<file path="src/rtl/byte_scan.sv">
module byte_scan #(
  parameter int AW = 16,
  parameter int DW = 8
) (
  input  logic          clk,
  input  logic          rst_n,
  input  logic          start,
  input  logic [1:0]    mode,
  input  logic [DW-1:0] acc,
  input  logic [AW-1:0] ptr_init,
  input  logic [AW-1:0] cnt_init,
  output logic          mem_rd,
  output logic [AW-1:0] mem_addr,
  input  logic [DW-1:0] mem_rdata,
  output logic          done,
  output logic [AW-1:0] ptr_out,
  output logic [AW-1:0] cnt_out,
  output logic          flag_z,
  output logic          flag_s,
  output logic          flag_h,
  output logic          flag_n,
  output logic          flag_pv
);

  typedef enum logic [1:0] {S_IDLE, S_READ, S_CMP} st_t;

  st_t           st;
  logic          desc_q;
  logic          rep_q;
  logic [DW-1:0] key_q;
  logic [AW-1:0] ptr_q;
  logic [AW-1:0] cnt_q;

  logic [DW:0]   diff;
  logic [4:0]    nib;
  logic [AW-1:0] cnt_nx;
  logic [AW-1:0] ptr_nx;
  logic          hit;
  logic          more;

  assign diff   = {1'b0, key_q} - {1'b0, mem_rdata};
  assign nib    = {1'b0, key_q[3:0]} - {1'b0, mem_rdata[3:0]};
  assign cnt_nx = cnt_q - 1'b1;
  assign ptr_nx = desc_q ? ptr_q - 1'b1 : ptr_q + 1'b1;
  assign hit    = (mem_rdata == key_q);
  assign more   = (cnt_nx != '0);

  assign mem_rd   = (st == S_READ);
  assign mem_addr = ptr_q;
  assign ptr_out  = ptr_q;
  assign cnt_out  = cnt_q;

  always_ff @(posedge clk or negedge rst_n) begin
    if (!rst_n) begin
      st      <= S_IDLE;
      desc_q  <= 1'b0;
      rep_q   <= 1'b0;
      key_q   <= '0;
      ptr_q   <= '0;
      cnt_q   <= '0;
      done    <= 1'b0;
      flag_z  <= 1'b0;
      flag_s  <= 1'b0;
      flag_h  <= 1'b0;
      flag_n  <= 1'b0;
      flag_pv <= 1'b0;
    end else begin
      done <= 1'b0;
      case (st)
        S_IDLE: if (start) begin
          desc_q <= mode[0];
          rep_q  <= mode[1];
          key_q  <= acc;
          ptr_q  <= ptr_init;
          cnt_q  <= cnt_init;
          st     <= S_READ;
        end
        S_READ: st <= S_CMP;
        S_CMP: begin
          ptr_q   <= ptr_nx;
          cnt_q   <= cnt_nx;
          flag_z  <= hit;
          flag_s  <= diff[DW-1];
          flag_h  <= nib[4];
          flag_n  <= 1'b1;
          flag_pv <= more;
          if (rep_q && !hit && more) begin
            st <= S_READ;
          end else begin
            st   <= S_IDLE;
            done <= 1'b1;
          end
        end
        default: st <= S_IDLE;
      endcase
    end
  end

endmodule

</file>
<file path="config.mk">
export PLATFORM = sky130hd
export DESIGN_NAME = byte_scan
export DESIGN_NICKNAME = d
export VERILOG_FILES = /design/src/rtl/byte_scan.sv
export SDC_FILE = /design/constraint.sdc
export NUM_CORES = 1
export LEC_CHECK = 0
export ABC_CLOCK_PERIOD_IN_PS = 2600
export BUFFER_PORTS_ARGS = -buffer_cell sky130_fd_sc_hd__buf_2
export CORE_ASPECT_RATIO = 2
export CORE_MARGIN = 2
export CORE_UTILIZATION = 52
export CTS_CLUSTER_SIZE = 25
export DETAILED_ROUTE_END_ITERATION = 10
export GPL_ROUTABILITY_DRIVEN = 0
export MAX_ROUTING_LAYER = met4
export PLACE_DENSITY = 0.81
export SETUP_SLACK_MARGIN = 0.3
export SYNTH_ARGS = -nofsm -noshare
export SYNTH_HDL_FRONTEND = slang
export SYNTH_SLANG_ARGS = --single-unit
</file>
<file path="constraint.sdc">
create_clock -name clk -period 2.6 [get_ports clk]
set_input_delay 0.26 -clock clk [delete_from_list [all_inputs] [get_ports clk]]
set_output_delay 0.26 -clock clk [all_outputs]
set_load 0.02 [all_outputs]
</file>
==> Word-level counts from Yosys, hierarchy flattened <==
Cells that the tools add are included.
{ "op_classes": {"n_mux": 10, "n_reduce_logical": 8, "addsub": 5, "n_eq_ne": 4} }
{ "ops": {"columns": ["operator", "count"], "rows": [
  ["$pmux W16 S2", 2],
  ["$mux W16", 3],
  ["$sub A16 B1 Y16 const B", 2],
  ["$add A16 B1 Y16 const B", 1],
  ["$reduce_bool A16 Y1", 1],
  ["$eq A8 B8 Y1", 1],
  ["$sub A8 B8 Y8", 1],
  ["$pmux W2 S3", 1],
  ["$sub A4 B4 Y5", 1],
  ["$reduce_and A2 Y1", 2],
  ["$mux W1", 3],
  ["$eq A2 B1 Y1 const B", 1],
  ["$eq A2 B2 Y1 const B", 1],
  ["$logic_and A1 B1 Y1", 2],
  ["$logic_not A2 Y1", 1],
  ["$mux W2", 1],
  ["$ne A2 B2 Y1 const B", 1],
  ["$reduce_bool A2 Y1", 1],
  ["$logic_not A1 Y1", 1]
]} }
{ "word_totals": {"reg_bits": 50, "wordCells": 39, "out_inout_bits": 55} }

==> Longest topological paths before layout <==
{ "depth": {"word_depth": 6, "ltp_mapped": 9, "mapped_depth_nobuf": 8} }

==> Least setup slack after synthesis <==
No wires, ideal clock.
{ "synth_path": {"path_kind": "reg-to-reg", "start": "reg desc_q", "end": "reg ptr_q[15], in the netlist mem_addr[15]", "path_buffers": 1, "period_less_slack_ns": 2.330, "t_arrival_ns": 2.209, "slack_ns": 0.270, "stages_incl_launch_ff": 9, "path_cell_list": "dfrtp_1 ha_1 buf_6 a21o_1 a221o_1 a2111o_1 o21ai_2 o21bai_2 nand2_1"} }
{ "synth_between": {"elab_chain_cells": 2} }
{ "synth_rtl": {"columns": ["item", "line", "source"], "rows": [
  ["start, declared", "28", "logic desc_q;"],
  ["start signal, assigned", "71", "desc_q <= mode[0];"],
  ["$mux W16", "44", "assign ptr_nx = desc_q ? ptr_q - 1'b1 : ptr_q + 1'b1;"],
  ["$pmux W16 S2", "69", "case (st)"],
  ["end signal, assigned", "74", "ptr_q <= ptr_init;"],
  ["end signal, assigned", "80", "ptr_q <= ptr_nx;"],
  ["end, declared", "31", "logic [AW-1:0] ptr_q;"]
]} }
No other way between the ends.
A chain may end at the register's enable or synchronous reset.

==> Worst setup path in the final report <==
{ "layout_path": {"start": "reg desc_q", "end": "reg ptr_q[9], in the netlist mem_addr[9]"} }
Same word-level chain as after synthesis.

==> impl_metrics.tcl <==
set metrics [dict create \
    worstPathArrival_ps 2480 \
    nature_of_the_critical_path_endpoint "register" \
    tightest_slew_ps 933 \
    worst_setup_path_start_kind "register" \
    cp.required_ps 2830 \
    global_route.usage.total_pct 28.3 \
    clock_sink_count 50 \
    vias 3683 \
    pin_count_of_the_biggest_net_entering_global_routing 40 \
    cts-root-buf "sky130_fd_sc_hd__clkbuf_16" \
    rsz0062_at_grt "true" \
    vias_in_the_first_global_route 3593 \
    gr-total-overflow 0 \
    drv_slew 0 \
    syn-num-nets 503 \
    maximum_root_to_sink_buffer_count 2 \
    outcome "finished, final reports clean" \
    initialDrtViolationCount 377 \
    detail-route-antenna-nets 0 \
    p_switching_w 0.00353 \
    max-vdd-ir-drop_mv 0.854 \
    maxSlewHeadroom_pct 37.6 \
    worst-r2r-cell-count 8 \
    areaGrowthSynthToFinish_pct 23.9 \
    drive_above_1_share_pct 29.9 \
    final_cell_mix "108 x sky130_fd_sc_hd__buf_2, 67 x sky130_fd_sc_hd__nand2_1, 49 x sky130_fd_sc_hd__dfrtp_1" \
    crit_fanout 7 \
    internal_power_w 0.00344 \
    grt_first_pass_wirelength_mm 16.7 \
    proportion_of_total_power_due_to_net_switching_pct 50.7 \
    core_area_sq_mm 0.00662 \
    numPortBuffers 107 \
    r2r-start "desc_q" \
    path_clk_slew_ps 80 \
    rows 42 \
    fin_setup_tns_ps 0 \
    post-route-min-period_ps 2250 \
    setup-violations-final 0 \
    synth-edff-count 0 \
    routedWlPerCell_um 16.8 \
    synth_cells 426 \
    die_w_um 62.5 \
    async_reset_ff_share_pct 100 \
    pin_count 108 \
    filler_cell_count 567 \
    number_of_antenna_violations_at_the_first_check_in_global_routing 0 \
    yosysSeqAreaShare_pct 35.2 \
    antenna-diode-count 0 \
    timing.hold.worst.class "in2async" \
    combinationalPowerShare_pct 65.2 \
    finalHoldViolCount 0 \
    postRouteWirelength_mm 10.3 \
    max-cap-violations 0 \
    clk_latency_worst_skew_pair_ps 300 \
    timing.setup.critical_path_class "reg2reg" \
    critPathLaunch "desc_q" \
    post-dp-hpwl_mm 7.38 \
    finClkSkew_ps 6.01 \
    syn-cell-area_sq_mm 0.00355 \
    tritoncts "done" \
    clock_tree.htree_level_count 2 \
    share_clk_of_total_power_pct 11.3 \
    regToRegSetupSlack_ps 350 \
    detailedRoute.firstPassIterationCount 8 \
    ys_dominant_reg_cell "sky130_fd_sc_hd__dfrtp_1" \
    cts_buffers 5 \
    routed_via_density 6.05 \
    pre_cts_slack_ps 221 \
    most_common_cell_after_layout_fill_and_taps_aside "sky130_fd_sc_hd__buf_2" \
    fin_crit_sh_pct 86.6 \
    share_seq_of_total_power_pct 23.6 \
    die_area_sq_mm 0.00755 \
    ys_seq_elements 50 \
    avgSynthCellArea_sq_um 8.34 \
    yosys_warns 0 \
    worst_case_setup_margin_in_the_final_layout_ps 349 \
    floorplan.initialDensity_pct 53.7 \
    timing.rr.end "mem_addr[9]" \
    cellPowerDensity_mw_per_mm2 1580 \
    total_leakage_power_nw 2.11 \
    clock.fmax_mhz 444 \
    die-height_um 121 \
    drcViolationCount 0 \
    layout.nets 597 \
    ys_types 57 \
]
==> cell families (layout without fill, tap and decap cells) <==
family / after synthesis / count (layout) / synth area share, %
adders and majority gates: 24 / 24 / 8.66
DFF: 50 / 50 / 35.2
buffers and inverters: 57 / 152 / 8.03
AOI/OAI and AO/OA: 120 / 120 / 22.6
xor gates and xnor gates: 14 / 14 / 3.45
and+or+nand+nor: 161 / 161 / 22.0
==> routing by layer <==
metal	routed length, um	vias up	GRT usage (%)
met5	0	-	-
met1	3660	1776	30.5
met3	476	39	3.25
li1	-	1711	-
met2	5690	157	51.2
met4	427	0	13.6
==> worst max path at each step <==
stage / end / slack [ps]
after detailed placement: mem_addr[12] / 220
after floorplan: mem_addr[12] / 360
after CTS: mem_addr[12] / 300
final: mem_addr[9] / 350
after global placement: mem_addr[12] / 250
after global routing: mem_addr[12] / 230
==> state kept, by name, summed over array words and instances (netlist names) <==
name      cells
cnt_out      16
desc_q        1
done          1
flag_h        1
flag_n        1
flag_pv       1
flag_s        1
flag_z        1
key_q         8
mem_addr     16
rep_q         1
st            2
==> timing repair <==
item,4_1_cts,5_1_grt
pin swaps,0,7
hold buffers,0,0
buffers inserted,1,6
setup endpoints to repair,5,11
gates cloned,0,1
gates resized for setup,4,18
==> critical path, cell delays in order, from the launching register on <==
cell                       delay, ps
sky130_fd_sc_hd__dfrtp_2         480
sky130_fd_sc_hd__buf_2           190
sky130_fd_sc_hd__ha_1            370
sky130_fd_sc_hd__o211ai_1        140
sky130_fd_sc_hd__o21a_1          250
sky130_fd_sc_hd__o21ai_1         270
sky130_fd_sc_hd__a31oi_2         170
sky130_fd_sc_hd__xor2_1          170
sky130_fd_sc_hd__a21oi_1         140
==> synthesized netlist by cell type (3+ instances only) <==
cell	n	area (sq um)
sky130_fd_sc_hd__nor4_1	6	37.5
sky130_fd_sc_hd__a21o_1	6	45.0
sky130_fd_sc_hd__o211ai_1	6	45.0
sky130_fd_sc_hd__a31oi_1	4	25.0
sky130_fd_sc_hd__dfrtp_1	50	1250
sky130_fd_sc_hd__nand4_1	6	37.5
sky130_fd_sc_hd__nand2_1	67	251
sky130_fd_sc_hd__nand2b_1	6	37.5
sky130_fd_sc_hd__o311ai_1	3	26.3
sky130_fd_sc_hd__inv_1	20	75.1
sky130_fd_sc_hd__a21oi_1	27	135
sky130_fd_sc_hd__a211oi_1	4	30.0
sky130_fd_sc_hd__and2_1	3	18.8
sky130_fd_sc_hd__ha_1	23	288
sky130_fd_sc_hd__xnor2_1	6	52.6
sky130_fd_sc_hd__buf_4	16	120
sky130_fd_sc_hd__and3_1	5	31.3
sky130_fd_sc_hd__nor2b_1	3	18.8
sky130_fd_sc_hd__o21ai_0	24	120
sky130_fd_sc_hd__buf_2	3	15.0
sky130_fd_sc_hd__xor2_1	8	70.1
sky130_fd_sc_hd__or3_1	3	18.8
sky130_fd_sc_hd__clkbuf_1	17	63.8
sky130_fd_sc_hd__a22oi_1	9	67.6
sky130_fd_sc_hd__nor2_1	28	105
sky130_fd_sc_hd__nand4b_1	3	26.3
sky130_fd_sc_hd__o21a_1	6	45.0
sky130_fd_sc_hd__a221o_1	7	70.1
sky130_fd_sc_hd__nand3_1	11	55.1
sky130_fd_sc_hd__o21ai_1	7	35.0
sky130_fd_sc_hd__nor3_1	9	45.0
==> metrics by stage <==
stage | utilization, % | instance area (sq um) | hold slack, ps | total power, W | instances
global placement | 61.3 | 4060 | 442 | 0.00560 | 593
detailed placement | 61.3 | 4060 | 435 | 0.00572 | 593
global route | 66.5 | 4400 | 156 | 0.00750 | 609
floorplan | - | 3550 | -35.6 | 0.00474 | 426
finish | 66.5 | 4400 | 85.8 | 0.00697 | 609
CTS | 64.2 | 4250 | 115 | 0.00658 | 602
==> final cells by class <==
type / count / area [sq um] / area share (%)
inverter: 20 / 75.1 / 1.71
timing repair buffer: 124 / 664 / 15.1
clock buffer: 5 / 125 / 2.84
tap: 88 / 110 / 2.50
sequential: 50 / 1250 / 28.5
clock inverter: 3 / 48.8 / 1.11
multi-input combinational: 319 / 2130 / 48.3
==> power by group through the flow <==
stage | logic, W | clock network [W] | registers, W
detailed placement | 0.00409 | 0 | 0.00163
global route | 0.00497 | 0.000826 | 0.00170
global placement | 0.00399 | 0 | 0.00161
floorplan | 0.00290 | 0 | 0.00183
finish | 0.00454 | 0.000787 | 0.00164
CTS | 0.00416 | 0.000793 | 0.00162
No activity file was read; power rests on OpenSTA's default activity.
